===== src/rtl/pdfe_loop.sv =====
module pdfe_loop #(
  parameter int P  = 4,
  parameter int MB = 2,
  parameter int W  = 8,
  parameter int CW = 8
) (
  input  logic              clk,
  input  logic              rst_n,
  input  logic              in_valid,
  input  logic [P*W-1:0]    soft_a,
  input  logic [P*W-1:0]    soft_b,
  input  logic [4*MB*CW-1:0] coef,
  output logic              out_valid,
  output logic [P-1:0]      dec_a,
  output logic [P-1:0]      dec_b
);
  localparam int HW = 2 * MB;
  localparam int NH = 1 << HW;
  localparam int MX = (W > CW) ? W : CW;
  localparam int SW = MX + $clog2(2 * MB + 1) + 1;
  localparam int NL = (MB < P) ? MB : P;

  logic [1:0]    cand_c [P][NH];
  logic [1:0]    cand_r [P][NH];
  logic          v_r;
  logic [HW-1:0] hist;
  logic [HW-1:0] fin   [NH];
  logic [1:0]    la    [NH][NL];
  logic [1:0]    dec_c [P];
  logic [HW-1:0] hist_exp;

  function automatic logic [CW-1:0] cf(input int o, input int s, input int m);
    return coef[(((o * 2) + s) * MB + m) * CW +: CW];
  endfunction

  function automatic logic [1:0] slice(input logic [W-1:0] ya, input logic [W-1:0] yb,
                                       input logic [HW-1:0] h);
    logic signed [SW-1:0] sa, sb;
    sa = SW'($signed(ya));
    sb = SW'($signed(yb));
    for (int m = 0; m < MB; m++) begin
      if (h[2*m]) begin
        sa = sa + SW'($signed(cf(0, 0, m)));
        sb = sb + SW'($signed(cf(1, 0, m)));
      end
      if (h[2*m+1]) begin
        sa = sa + SW'($signed(cf(0, 1, m)));
        sb = sb + SW'($signed(cf(1, 1, m)));
      end
    end
    return {~sb[SW-1], ~sa[SW-1]};
  endfunction

  always_comb begin
    for (int k = 0; k < P; k++)
      for (int h = 0; h < NH; h++)
        cand_c[k][h] = slice(soft_a[k*W +: W], soft_b[k*W +: W], HW'(h));
  end

  always_ff @(posedge clk) begin
    if (in_valid)
      for (int k = 0; k < P; k++)
        for (int h = 0; h < NH; h++)
          cand_r[k][h] <= cand_c[k][h];
  end

  always_comb begin
    logic [HW-1:0] hv;
    logic [1:0]    d;
    for (int h = 0; h < NH; h++) begin
      hv = HW'(h);
      for (int k = 0; k < P; k++) begin
        d = cand_r[k][hv];
        if (k < NL) la[h][k] = d;
        hv = (hv << 2) | HW'(d);
      end
      fin[h] = hv;
    end
  end

  always_comb begin
    logic [HW-1:0] hv;
    hv = hist;
    for (int k = 0; k < P; k++) begin
      if (k < NL) dec_c[k] = la[hist][k];
      else        dec_c[k] = cand_r[k][hv];
      hv = (hv << 2) | HW'(dec_c[k]);
    end
  end

  always_ff @(posedge clk) begin
    if (!rst_n) begin
      v_r       <= 1'b0;
      out_valid <= 1'b0;
      hist      <= '0;
      dec_a     <= '0;
      dec_b     <= '0;
    end else begin
      v_r       <= in_valid;
      out_valid <= v_r;
      if (v_r) begin
        hist <= fin[hist];
        for (int k = 0; k < P; k++) begin
          dec_a[k] <= dec_c[k][0];
          dec_b[k] <= dec_c[k][1];
        end
      end
    end
  end

  always_comb begin
    hist_exp = '0;
    for (int m = 0; m < NL; m++) begin
      hist_exp[2*m]   = dec_a[P-1-m];
      hist_exp[2*m+1] = dec_b[P-1-m];
    end
  end

  AST_HIST_MATCH: assert property (@(posedge clk) disable iff (!rst_n)
    out_valid |-> (hist == hist_exp));
  AST_HIST_HOLD: assert property (@(posedge clk) disable iff (!rst_n)
    !v_r |=> $stable(hist));
  AST_STAGE_ONE: assert property (@(posedge clk) disable iff (!rst_n)
    in_valid |=> v_r);
  AST_STAGE_TWO: assert property (@(posedge clk) disable iff (!rst_n)
    v_r |=> out_valid);
  AST_IDLE_QUIET: assert property (@(posedge clk) disable iff (!rst_n)
    !v_r |=> !out_valid);
endmodule


===== config.mk =====
export PLATFORM = sky130hd
export DESIGN_NAME = pdfe_loop
export DESIGN_NICKNAME = d
export VERILOG_FILES = /design/src/rtl/pdfe_loop.sv
export SDC_FILE = /design/constraint.sdc
export NUM_CORES = 2
export LEC_CHECK = 0
export CORE_UTILIZATION = 40
export CTS_CLUSTER_SIZE = 24
export DETAILED_ROUTE_END_ITERATION = 10
export SYNTH_ARGS = -nofsm -noshare
export SYNTH_HDL_FRONTEND = slang
export SYNTH_SLANG_ARGS = --single-unit

===== constraint.sdc =====
create_clock -name clk -period 4.4 [get_ports clk]
set_input_delay 0.88 -clock clk [delete_from_list [all_inputs] [get_ports clk]]
set_output_delay 0.88 -clock clk [all_outputs]
set_load 0.01 [all_outputs]

==> metrics.yaml <==
timing:
  finalHoldViolations: 0
  period_share_pct: 99.61
  tightest_slew_ps: 1242
  maxSlewHeadroom_pct: 16.31
  drv_slew: 0
  max_freq_mhz: 228.2
  finClkSkew_ps: 17.50
  setup_violations: 0
  rsz0062_at_grt: "true"
  fin_setup_tns_ps: 0
  whs_ps: 502.8
  fin_crit_ps: 4383
synthesis:
  ys_types: 91
  synth_ff_type: "edfxtp_1"
  synth_area_leaders: "ha_1 28%, mux2i_1 11%, edfxtp_1 8.3%, a21oi_1 5.6%, xnor2_1 5.4%"
  synth_nets: 6600
  synth_edf_count: 128
  seq_area_frac_synth_pct: 8.895
  syn_inst: 5381
  synthesis.area_um2: 46360
  syn_avg_cell_area_um2: 8.616
  synth_top_area_share_pct: 27.85
  synth_seq_cells: 142
  synth_warnings: 0
  async_flop_share_pct: 0
  synth_top_cell_by_area: "ha_1"
global_routing:
  grt_max_degree: 70
  grt-ovfl-total: 0
  grt_pass1_wl_um: 247200
  grtUsageTotal_pct: 26.93
  grt_pass1_vias: 43920
  antenna_found_initial: 4
cts:
  htree_levels: 4
  cts_hold_buf: 0
  cts-buffers-inserted: 17
  tritoncts: "yes"
  cts.clk_slew.worst_paths_ps: 60
  ctsRootBufferMaster: "clkbuf_16"
  clock-sinks: 142
  clock_latency_ps: 480
  cts.path.max_buffers: 2
floorplan:
  io_pins: 140
  row_count: 124
  dieArea_um2: 117300
  die_y_um: 342.5
  die_w_um: 342.5
  initial_utilization_pct: 40.44
  core-area_um2: 114700
worst_setup_path:
  cp_max_fo: 3
  arrival_ps: 4600
  critical_path_required_ps: 4620
  worst_setup_path_end_kind: "register"
  path_class: "in -> reg"
  reg2reg_to: "hist[0]"
  rr_startpoint: "cand_r[1][12]"
  r2r_cells: 13
  start_kind: "input pin"
  reg2reg_slack_ps: 20
power:
  comb_power_share_pct: 85.1
  clkPwrFrac_pct: 5.0
  switching_power_uw: 13990
  p_seq_share_pct: 9.9
  p_leak_uw: 0.02750
  p_int_uw: 14270
  powerDensity_nw_per_um2: 488.6
  total_power_uw: 28260
  switching_share_pct: 49.51
  peakVddDrop_mv: 0.4267
routing:
  viasPerCell: 5.833
  drt_iter0_markers: 3693
  firstDrtPassIters: 9
  routed_wl_um: 162200
  antenna_left: 0
  post_drt_wl_per_cell_um: 21.30
  drc_errors: 2
  vias: 44420
hold_path:
  hold_path.class: "reg -> reg"
  whs_path_depth: 2
  hold_end: "dec_b[2]"
  min_from: "dec_b[2]"
flow_run:
  maxCapViolations: 0
final_layout:
  final_common_cell: "ha_1"
  final_nets: 7308
  drive_gt1_share_pct: 24.98
  stdcell_count: 7615
  area_growth_pct: 24.73
  fill_cells: 10680
  final_cell_mix: "985 x ha_1, 767 x buf_4, 487 x mux2i_1, 443 x inv_1, 391 x a21oi_1"
  fin_util_pct: 50.44
placement:
  portBuffers: 139
  dp_hpwl_um: 127500
  dp_cells: 7521
  gp_congestion: 1.045
status:
  status: "complete, but fails checks"
  failed_checks: "design-rule violations"
## critical path, stage by stage
cell	delay, ps
buf_12	110
buf_6	110
ha_4	150
inv_2	50
fa_2	460
buf_6	140
fa_2	550
inv_2	60
ha_4	210
a21o_1	170
a21oi_2	160
buf_4	130
xnor2_1	100
ha_1	270
a21oi_2	160
nor2b_1	60
o21ai_1	140
nand2b_1	80
a21oi_1	130
nor2b_1	70
o21a_1	190
o21ai_1	130
a31oi_1	90
## kinds of logic after synthesis
kind of cell	Yosys count	synth area share (%)
and+or+nand+nor	816	8.957
adders and majority gates	1088	30.27
muxes	693	17.75
buffers and inverters	747	6.328
DFF	142	8.895
AOI/OAI and AO/OA	1519	20.70
xor gates and xnor gates	376	7.103
## cell usage after synthesis (all sizes together) (81+ instances only)
cell    count
nand2b     92
a31oi      81
clkbuf    167
a21o      117
inv       483
nand2     123
ha       1032
buf        95
mux2i     492
xnor2     284
o21bai    190
nor2      241
o21ai     263
a21oi     525
mux4       92
edfxtp    128
nor2b     201
xor2       92
mux2      109
## through the flow
stage	area, µm²	setup slack (ps)
finish	57830	17.13
global route	57830	-100.9
CTS	55870	0.9082
detailed placement	54880	-1054
global placement	54880	-994.0
floorplan	46600	-0.6257
## cell type report
cell class	count	area [µm²]	share of cell area [%]
Clock buffer	18	429.2	0.7421
Multi-Input combinational cell	4492	41440	71.67
Timing Repair Buffer	951	7969	13.78
Clock inverter	14	140.1	0.2423
Inverter	485	1828	3.161
Tap cell	1512	1892	3.271
Sequential cell	142	4125	7.133
Antenna cell	1	2.502	0.004327
## sequential cells by signal, indices dropped and copies added, names as in the netlist
name / count
dec_a: 4
v_r: 1
dec_b: 4
cand_r: 128
out_valid: 1
hist: 4
## worst max-delay path by stage
stage	start	to	slack, ps	cells past startpoint
after detailed placement	coef[0]	cand_r[3][0]	-1050	23
after global placement	coef[32]	cand_r[1][1]	-990	20
after global routing	coef[35]	cand_r[1][1]	-100	19
after CTS	coef[34]	cand_r[1][1]	0.9	20
final	coef[32]	cand_r[3][1]	20	23
after floorplan	soft_b[8]	cand_r[1][1]	-0.6	20
## power by group through the flow
stage / Combinational (µW) / Sequential, µW / Clock, µW
6_report: 24100 / 2790 / 1410
5_1_grt: 26200 / 2780 / 1510
4_1_cts: 22400 / 2780 / 1470
3_5_place_dp: 22000 / 2800 / 0
3_3_place_gp: 21500 / 2800 / 0
2_1_floorplan: 15500 / 2090 / 0
## layer usage
layer / up-vias / GRT usage, % / share of wire [%]
met2: 1634 / 45.11 / 46
li1: 21250 / - / -
met3: 517 / 4.272 / 6.8
met1: 21010 / 34.12 / 42
met5: - / 0 / 0.046
met4: 6 / 11.29 / 5.1
## what timing repair did
action | CTS | global route
endpoints found under the setup margin | 30 | 28
resized for setup | 105 | 368
pin swaps | 101 | 285
setup buffers | 18 | 44
gates cloned | 0 | 0
No activity file was read; power rests on OpenSTA's default activity.
